File: config.mk
export PLATFORM = sky130hd
export DESIGN_NAME = spi_fifo_evt_unit
export DESIGN_NICKNAME = d
export VERILOG_FILES = /design/src/rtl/spi_fu_pkg.sv /design/src/rtl/spi_fu_fifo.sv /design/src/rtl/spi_fu_events.sv /design/src/rtl/spi_fifo_evt_unit.sv
export SDC_FILE = /design/constraint.sdc
export NUM_CORES = 1
export LEC_CHECK = 0
export BUFFER_PORTS_ARGS = -buffer_cell sky130_fd_sc_hd__buf_2
export CORE_MARGIN = 8
export CORE_UTILIZATION = 35
export CTS_BUF_LIST = sky130_fd_sc_hd__clkbuf_4 sky130_fd_sc_hd__clkbuf_8
export CTS_CLUSTER_SIZE = 30
export DETAILED_ROUTE_END_ITERATION = 16
export PLACE_DENSITY_LB_ADDON = 0.05
export SYNTH_ARGS = -nofsm -noshare
export SYNTH_HDL_FRONTEND = slang
export SYNTH_HIERARCHICAL = 1
export SYNTH_SLANG_ARGS = --single-unit
File: constraint.sdc
create_clock -name clk -period 3.3 [get_ports clk]
set_input_delay 0.495 -clock clk [delete_from_list [all_inputs] [get_ports clk]]
set_output_delay 0.495 -clock clk [all_outputs]
set_load 0.005 [all_outputs]
File: src/rtl/spi_fu_pkg.sv
package spi_fu_pkg;

    // byte offsets of the register window
    localparam logic [4:0] OFS_FCTL = 5'h00;
    localparam logic [4:0] OFS_STAT = 5'h04;
    localparam logic [4:0] OFS_IEN  = 5'h08;
    localparam logic [4:0] OFS_EVT  = 5'h0C;
    localparam logic [4:0] OFS_DATA = 5'h10;

    // queue control field positions
    localparam int TX_FLUSH_BIT = 12;
    localparam int RX_FLUSH_BIT = 4;
    localparam int TX_THR_LSB   = 8;
    localparam int RX_THR_LSB   = 0;

    // status positions
    localparam int ST_RXNE_BIT = 0;
    localparam int ST_BUSY_BIT = 7;

    // event / enable positions
    localparam int EV_TXC_BIT  = 4;
    localparam int EV_RXC_BIT  = 3;
    localparam int EN_TXD_BIT  = 2;
    localparam int EN_RXD_BIT  = 1;
    localparam int EV_OVR_BIT  = 0;
    localparam int EV_LVL_BIT  = 9;

    localparam int IEN_W = 5;

    typedef struct packed {
        logic txc;
        logic rxc;
        logic ovr;
    } pend_t;

endpackage

File: src/rtl/spi_fu_fifo.sv
module spi_fu_fifo #(
    parameter int DEPTH = 8,
    parameter int DW    = 32
) (
    input  logic                         clk,
    input  logic                         rst_n,
    input  logic                         flush,
    input  logic                         push,
    input  logic [DW-1:0]                push_data,
    input  logic                         pop,
    output logic [DW-1:0]                head,
    output logic [$clog2(DEPTH+1)-1:0]   count,
    output logic                         full,
    output logic                         empty
);
    localparam int PW = (DEPTH > 1) ? $clog2(DEPTH) : 1;
    localparam int CW = $clog2(DEPTH + 1);

    typedef struct packed {
        logic [DEPTH-1:0][DW-1:0] mem;
        logic [PW-1:0]            wp;
        logic [PW-1:0]            rp;
        logic [CW-1:0]            cnt;
    } fifo_st_t;

    fifo_st_t st_d, st_q;
    logic     do_push, do_pop;

    function automatic logic [PW-1:0] step(input logic [PW-1:0] p);
        return (p == PW'(DEPTH - 1)) ? '0 : p + 1'b1;
    endfunction

    assign full  = (st_q.cnt == CW'(DEPTH));
    assign empty = (st_q.cnt == '0);
    assign count = st_q.cnt;
    assign head  = st_q.mem[st_q.rp];

    always_comb begin
        st_d    = st_q;
        do_push = push && !full;
        do_pop  = pop && !empty;
        if (flush) begin
            st_d.wp  = '0;
            st_d.rp  = '0;
            st_d.cnt = '0;
        end else begin
            if (do_push) begin
                st_d.mem[st_q.wp] = push_data;
                st_d.wp           = step(st_q.wp);
            end
            if (do_pop) begin
                st_d.rp = step(st_q.rp);
            end
            case ({do_push, do_pop})
                2'b10:   st_d.cnt = st_q.cnt + 1'b1;
                2'b01:   st_d.cnt = st_q.cnt - 1'b1;
                default: st_d.cnt = st_q.cnt;
            endcase
        end
    end

    always_ff @(posedge clk or negedge rst_n) begin
        if (!rst_n) st_q <= '0;
        else        st_q <= st_d;
    end

    assert_count_bound_R1: assert property (@(posedge clk) disable iff (!rst_n)
        count <= CW'(DEPTH))
        else $error("fill level above depth");

    assert_full_push_dropped_R1: assert property (@(posedge clk) disable iff (!rst_n)
        (full && push && !pop && !flush) |=> (full && $stable(count)))
        else $error("push into full queue changed level");

    assert_flush_empties_R3: assert property (@(posedge clk) disable iff (!rst_n)
        flush |=> empty)
        else $error("flush did not empty queue");

endmodule

File: src/rtl/spi_fu_events.sv
module spi_fu_events
    import spi_fu_pkg::*;
#(
    parameter int CW    = 4,
    parameter int THR_W = 4
) (
    input  logic             clk,
    input  logic             rst_n,
    input  logic [CW-1:0]    tx_cnt,
    input  logic [CW-1:0]    rx_cnt,
    input  logic [THR_W-1:0] tx_thr,
    input  logic [THR_W-1:0] rx_thr,
    input  logic             busy,
    input  logic             ovr_evt,
    input  pend_t            clr,
    input  logic [IEN_W-1:0] ien,
    output pend_t            pend,
    output logic             rx_hit,
    output logic             irq,
    output logic             tx_dreq,
    output logic             rx_dreq
);
    localparam int CMPW = (CW > THR_W) ? CW : THR_W;

    typedef struct packed {
        pend_t pend;
        logic  busy_prev;
    } ev_st_t;

    ev_st_t st_d, st_q;

    logic [CMPW-1:0] tx_w, rx_w, txt_w, rxt_w;
    logic            tx_empty, rxc_cond, txc_cond;

    assign tx_w  = CMPW'(tx_cnt);
    assign rx_w  = CMPW'(rx_cnt);
    assign txt_w = CMPW'(tx_thr);
    assign rxt_w = CMPW'(rx_thr);

    assign rx_hit   = (rx_w >= rxt_w);
    assign tx_empty = (tx_cnt == '0);
    assign rxc_cond = rx_hit && tx_empty && !busy;
    assign txc_cond = st_q.busy_prev && !busy && tx_empty;

    assign tx_dreq = (tx_w <= txt_w) && ien[EN_TXD_BIT];
    assign rx_dreq = rx_hit && ien[EN_RXD_BIT];

    assign pend = st_q.pend;
    assign irq  = (st_q.pend.txc && ien[EV_TXC_BIT]) ||
                  (st_q.pend.rxc && ien[EV_RXC_BIT]) ||
                  (st_q.pend.ovr && ien[EV_OVR_BIT]);

    always_comb begin
        st_d           = st_q;
        st_d.busy_prev = busy;
        // a set in the same cycle as a clear wins
        st_d.pend.ovr  = ovr_evt  || (st_q.pend.ovr && !clr.ovr);
        st_d.pend.rxc  = rxc_cond || (st_q.pend.rxc && !clr.rxc);
        st_d.pend.txc  = txc_cond || (st_q.pend.txc && !clr.txc);
    end

    always_ff @(posedge clk or negedge rst_n) begin
        if (!rst_n) st_q <= '0;
        else        st_q <= st_d;
    end

    assert_overrun_latched_R6: assert property (@(posedge clk) disable iff (!rst_n)
        ovr_evt |=> pend.ovr)
        else $error("overrun not recorded");

    assert_rxc_sticky_R9: assert property (@(posedge clk) disable iff (!rst_n)
        (pend.rxc && !clr.rxc) |=> pend.rxc)
        else $error("receive-complete dropped without clear");

    assert_txc_on_idle_R8: assert property (@(posedge clk) disable iff (!rst_n)
        ($fell(busy) && tx_empty) |=> pend.txc)
        else $error("transmit-complete missed on idle");

endmodule

File: src/rtl/spi_fifo_evt_unit.sv
module spi_fifo_evt_unit
    import spi_fu_pkg::*;
#(
    parameter int DEPTH = 8,
    parameter int DW    = 32,
    parameter int AW    = 5,
    parameter int THR_W = 4
) (
    input  logic          clk,
    input  logic          rst_n,
    input  logic          bus_wr,
    input  logic          bus_rd,
    input  logic [AW-1:0] bus_addr,
    input  logic [DW-1:0] bus_wdata,
    output logic [DW-1:0] bus_rdata,
    output logic          eng_tx_valid,
    output logic [DW-1:0] eng_tx_data,
    input  logic          eng_tx_take,
    input  logic          eng_rx_valid,
    input  logic [DW-1:0] eng_rx_data,
    input  logic          eng_busy,
    output logic          irq,
    output logic          tx_dma_req,
    output logic          rx_dma_req
);
    localparam int CW = $clog2(DEPTH + 1);

    typedef struct packed {
        logic [THR_W-1:0] tx_thr;
        logic [THR_W-1:0] rx_thr;
        logic [IEN_W-1:0] ien;
    } cfg_t;

    cfg_t cfg_d, cfg_q;

    logic          hit_fctl, hit_ien, hit_evt, hit_data;
    logic          tx_flush, rx_flush, tx_push, rx_pop, ovr_evt;
    logic [DW-1:0] tx_head, rx_head;
    logic [CW-1:0] tx_cnt, rx_cnt;
    logic          tx_full, tx_empty, rx_full, rx_empty;
    logic          rx_hit;
    pend_t         clr, pend;

    assign hit_fctl = (bus_addr == AW'(OFS_FCTL));
    assign hit_ien  = (bus_addr == AW'(OFS_IEN));
    assign hit_evt  = (bus_addr == AW'(OFS_EVT));
    assign hit_data = (bus_addr == AW'(OFS_DATA));

    assign tx_flush = bus_wr && hit_fctl && bus_wdata[TX_FLUSH_BIT];
    assign rx_flush = bus_wr && hit_fctl && bus_wdata[RX_FLUSH_BIT];
    assign tx_push  = bus_wr && hit_data;
    assign rx_pop   = bus_rd && hit_data;
    assign ovr_evt  = eng_rx_valid && rx_full;

    always_comb begin
        clr     = '0;
        clr.txc = bus_wr && hit_evt && bus_wdata[EV_TXC_BIT];
        clr.rxc = bus_wr && hit_evt && bus_wdata[EV_RXC_BIT];
        clr.ovr = bus_wr && hit_evt && bus_wdata[EV_OVR_BIT];
    end

    always_comb begin
        cfg_d = cfg_q;
        if (bus_wr && hit_fctl) begin
            cfg_d.tx_thr = bus_wdata[TX_THR_LSB +: THR_W];
            cfg_d.rx_thr = bus_wdata[RX_THR_LSB +: THR_W];
        end
        if (bus_wr && hit_ien) begin
            cfg_d.ien = bus_wdata[IEN_W-1:0];
        end
    end

    always_ff @(posedge clk or negedge rst_n) begin
        if (!rst_n) begin
            cfg_q        <= '0;
            cfg_q.rx_thr <= THR_W'(1);
        end else begin
            cfg_q <= cfg_d;
        end
    end

    spi_fu_fifo #(.DEPTH(DEPTH), .DW(DW)) u_txq (
        .clk       (clk),
        .rst_n     (rst_n),
        .flush     (tx_flush),
        .push      (tx_push),
        .push_data (bus_wdata),
        .pop       (eng_tx_take),
        .head      (tx_head),
        .count     (tx_cnt),
        .full      (tx_full),
        .empty     (tx_empty)
    );

    spi_fu_fifo #(.DEPTH(DEPTH), .DW(DW)) u_rxq (
        .clk       (clk),
        .rst_n     (rst_n),
        .flush     (rx_flush),
        .push      (eng_rx_valid),
        .push_data (eng_rx_data),
        .pop       (rx_pop),
        .head      (rx_head),
        .count     (rx_cnt),
        .full      (rx_full),
        .empty     (rx_empty)
    );

    spi_fu_events #(.CW(CW), .THR_W(THR_W)) u_evt (
        .clk     (clk),
        .rst_n   (rst_n),
        .tx_cnt  (tx_cnt),
        .rx_cnt  (rx_cnt),
        .tx_thr  (cfg_q.tx_thr),
        .rx_thr  (cfg_q.rx_thr),
        .busy    (eng_busy),
        .ovr_evt (ovr_evt),
        .clr     (clr),
        .ien     (cfg_q.ien),
        .pend    (pend),
        .rx_hit  (rx_hit),
        .irq     (irq),
        .tx_dreq (tx_dma_req),
        .rx_dreq (rx_dma_req)
    );

    assign eng_tx_valid = !tx_empty;
    assign eng_tx_data  = tx_head;

    always_comb begin
        bus_rdata = '0;
        case (bus_addr)
            AW'(OFS_FCTL): begin
                bus_rdata[TX_THR_LSB +: THR_W] = cfg_q.tx_thr;
                bus_rdata[RX_THR_LSB +: THR_W] = cfg_q.rx_thr;
            end
            AW'(OFS_STAT): begin
                bus_rdata[ST_RXNE_BIT] = !rx_empty;
                bus_rdata[ST_BUSY_BIT] = eng_busy;
            end
            AW'(OFS_IEN): bus_rdata[IEN_W-1:0] = cfg_q.ien;
            AW'(OFS_EVT): begin
                bus_rdata[EV_LVL_BIT] = rx_hit;
                bus_rdata[EV_TXC_BIT] = pend.txc;
                bus_rdata[EV_RXC_BIT] = pend.rxc;
                bus_rdata[EV_OVR_BIT] = pend.ovr;
            end
            AW'(OFS_DATA): bus_rdata = rx_empty ? '0 : rx_head;
            default: bus_rdata = '0;
        endcase
    end

    assert_irq_needs_enable_R10: assert property (@(posedge clk) disable iff (!rst_n)
        (cfg_q.ien == '0) |-> !irq)
        else $error("interrupt with all enables off");

    assert_empty_read_keeps_R2: assert property (@(posedge clk) disable iff (!rst_n)
        (rx_pop && rx_empty && !eng_rx_valid) |=> rx_empty)
        else $error("read of empty receive queue changed it");

endmodule

==> flow_summary.json <==
{
  "endpoint": "bus_rdata[3]",
  "fin_crit_ns": 3.193,
  "grtUsageTotal_pct": 16.56,
  "place_inst": 2702,
  "hold_ws_ns": 0.1433,
  "p_clk_share_pct": 29.1,
  "path_cells": "buf_4 > mux4_2 > mux2_2 > a21oi_2 > o22ai_1 > buf_2",
  "cts_tree": "built",
  "antenna_found_initial": 13,
  "p_comb_share_pct": 30.0,
  "seq_power_share_pct": 40.8,
  "p_sw_w": 0.007060,
  "die_width_um": 288.2,
  "grt_overflow_total": 0,
  "async_reset_ff_share_pct": 100.0,
  "yosys-top-cells-area": "dfrtp_1 (53%), mux2_2 (23%), mux4_2 (11%), mux2_4 (3.5%), ha_1 (0.97%)",
  "grt_max_degree": 83,
  "ys_seq_elements": 549,
  "crit_family": "multiplexers",
  "crit_start": "u_rxq/st_q[4]",
  "rr_endpoint": "u_rxq/count[3]",
  "clock_skew_ns": 0.02989,
  "start_util_pct": 35.06,
  "ios": 144,
  "drc": 0,
  "dp_hpwl_um": 41750,
  "ir_drop_mv": 0.3202,
  "ys_types": 63,
  "grt_pass1_wl_um": 105000,
  "clockBufferDepth": 3,
  "max_freq_mhz": 313.1,
  "rr_worst_depth": 7,
  "finalNonFillerCells": 2904,
  "synthCells": 1618,
  "fp.dieH_um": 288.2,
  "wl_um": 68130,
  "status": "finished, final reports clean",
  "worstMarginPinSlew_ns": 0.8226,
  "internal-power_w": 0.01715,
  "cp-end-kind": "output pin",
  "die_area_um2": 83040,
  "drtPass1Iterations": 4,
  "cts_root_buf": "clkbuf_8",
  "cp_num_cells": 6,
  "crit_required_ns": 2.80,
  "power_density_nw_per_um2": 786.1,
  "grt_pass1_vias": 16450,
  "max_slew_margin_pct": 45.16,
  "final_core_util_pct": 41.65,
  "syn_area_um2": 25930,
  "gp_congestion": 0.7409,
  "holdCritPathClass": "input port to flip-flop",
  "setup_viol": 0,
  "area_growth_pct": 18.79,
  "drive_gt1_share_pct": 61.05,
  "numCtsBuffers": 103,
  "synth-edff-count": 0,
  "postSynthAreaPerCell_um2": 16.02,
  "rrSetupSlack_ns": 0.44,
  "p_sw_share_pct": 29.16,
  "cp_max_fo": 7,
  "core_area_um2": 73950,
  "timing.critical_path.buf_inv": 2,
  "yosysWarnings": 6,
  "synth_flop_cell": "dfrtp_1",
  "cts.clk_slew.worst_paths_ns": 0.06,
  "seq_area_frac_synth_pct": 52.99,
  "htreeDepth": 3,
  "cp-start-kind": "flip-flop",
  "wl_per_cell_um": 23.46,
  "cpMaxStageDelayCell": "dfrtp_4",
  "grt_setup_unrepaired": "yes",
  "io_buffers": 143,
  "power_w": 0.02421,
  "vias_per_cell": 5.138,
  "slowest_delay_ns": 0.52,
  "cts_num_sinks": 549,
  "via_count": 14920,
  "arrival_ns": 2.70,
  "initialDrtViolationCount": 659,
  "final_nets": 1950,
  "synth_fp_nets": 1716,
  "slew_violations": 0,
  "r2r-start": "u_rxq/count[1]",
  "clkLatencyLatePin_ns": 0.68,
  "yosys.area.top_type": "dfrtp_1",
  "antenna_left": 0,
  "drv_cap": 0,
  "hold_viol_final": 0,
  "critPathKind": "flip-flop to output pin",
  "fin_area_um2": 30800,
  "synth_top_area_share_pct": 52.89,
  "leakagePower_nw": 14.21,
  "placed_cell_area_um2": 28300,
  "period_share_pct": 96.77,
  "rows": 100
}
-- worst reg2reg max path, cell delays in order, from the launching register on --
cell and delay (ns):
dfrtp_1 0.49, or4b_1 0.61, a21oi_1 0.24, ha_1 0.30, a21oi_1 0.26, nand2_1 0.11, or4b_2 0.64, o311ai_0 0.10
-- power by group through the flow --
| stage | sequential [W] | clock (W) | combinational [W] |
|---|---|---|---|
| after detailed placement | 0.00999 | 0 | 0.00715 |
| after global routing | 0.0101 | 0.00768 | 0.00790 |
| after global placement | 0.00992 | 0 | 0.00703 |
| final | 0.00988 | 0.00705 | 0.00727 |
| after floorplan | 0.00941 | 0 | 0.00541 |
| after CTS | 0.00989 | 0.00734 | 0.00732 |
-- layout make-up --
cell class | count | area, um2
clock buffers | 166 | 2085
fillers | 6860 | 43150
diodes | 7 | 17.52
well taps | 969 | 1212
repair buffers | 246 | 2028
inverters | 20 | 75.07
flip-flops and latches | 549 | 13760
multi-input cells | 932 | 11470
clock inverters | 15 | 151.4
-- synth_stat cells (18+ instances only) --
| cell | instances |
|---|---|
| mux2_4 | 60 |
| and3_1 | 22 |
| dfrtp_1 | 548 |
| a21oi_1 | 24 |
| nand2_1 | 22 |
| buf_4 | 25 |
| inv_1 | 18 |
| mux2_2 | 523 |
| buf_2 | 32 |
| clkbuf_1 | 28 |
| ha_1 | 20 |
| mux4_2 | 129 |
-- registers in the layout, indices dropped and copies added, names as in the netlist --
register / count
cfg_q: 13
u_txq/count: 4
u_rxq/st_q: 262
u_evt/pend: 3
u_rxq/count: 4
u_txq/st_q: 262
u_evt/st_q: 1
-- worst min path at each step --
stage	depth (start not counted)	to	slack, ns	startpoint
detailed placement	1	u_evt/pend[2]	0.46	u_evt/st_q[0]
global placement	1	u_evt/pend[2]	0.45	u_evt/st_q[0]
global route	2	u_txq/st_q[87]	0.11	bus_wdata[13]
floorplan	0	cfg_q[0]	0.20	rst_n
finish	2	u_txq/st_q[97]	0.14	bus_wdata[23]
CTS	2	u_txq/st_q[97]	0.07	bus_wdata[23]
-- what timing repair did --
action,CTS,global route
pin swaps,0,1
buffers inserted,6,3
endpoints found under the hold margin,66,0
endpoints found under the setup margin,25,18
hold buffers,2,0
gates resized for setup,7,7
cloned,1,2
-- per-stage QoR --
| step | worst slack [ns] | TNS [ns] |
|---|---|---|
| after floorplan | 0.1758 | 0 |
| after global placement | 0.1500 | 0 |
| after detailed placement | 0.1423 | 0 |
| after CTS | -0.04931 | -0.4367 |
| after global routing | -0.03077 | -0.1119 |
| final | 0.1065 | 0 |
-- metal layers --
metal	track usage (%)	wire length (um)	up-vias
li1	-	-	6577
met1	23.47	32490	7957
met2	25.68	31110	270
met3	3.327	2967	109
met4	4.802	1515	8
met5	0	47	-
-- kinds of logic after synthesis --
logic type / count (synthesis) / synth area share, %
compound gates: 54 / 1.443
simple gates: 126 / 3.344
flops: 549 / 52.99
fa+ha+maj: 22 / 1.120
xor+xnor: 4 / 0.1351
mux: 726 / 37.97
buf+inv: 137 / 2.997
-- cells in the final DEF (no fill, tap or decap), drive strengths merged, types with 3 or more instances in the layout --
master,instances
mux2,589
dfrtp,548
buf,242
clkbuf,168
mux4,129
and3,24
a21oi,24
nand2,22
inv,22
ha,20
nor2,20
nand3,10
mux2i,8
clkinv,8
diode,7
a22o,7
and2,7
nor3b,7
or4b,6
nor3,5
nand3b,4
xor2,4
o311ai,4
and2b,4
o2bb2ai,3
clkinvlp,3
o221ai,3
nor4,3
nand4b,3
Note: power is estimated with default switching activity, not from simulation.
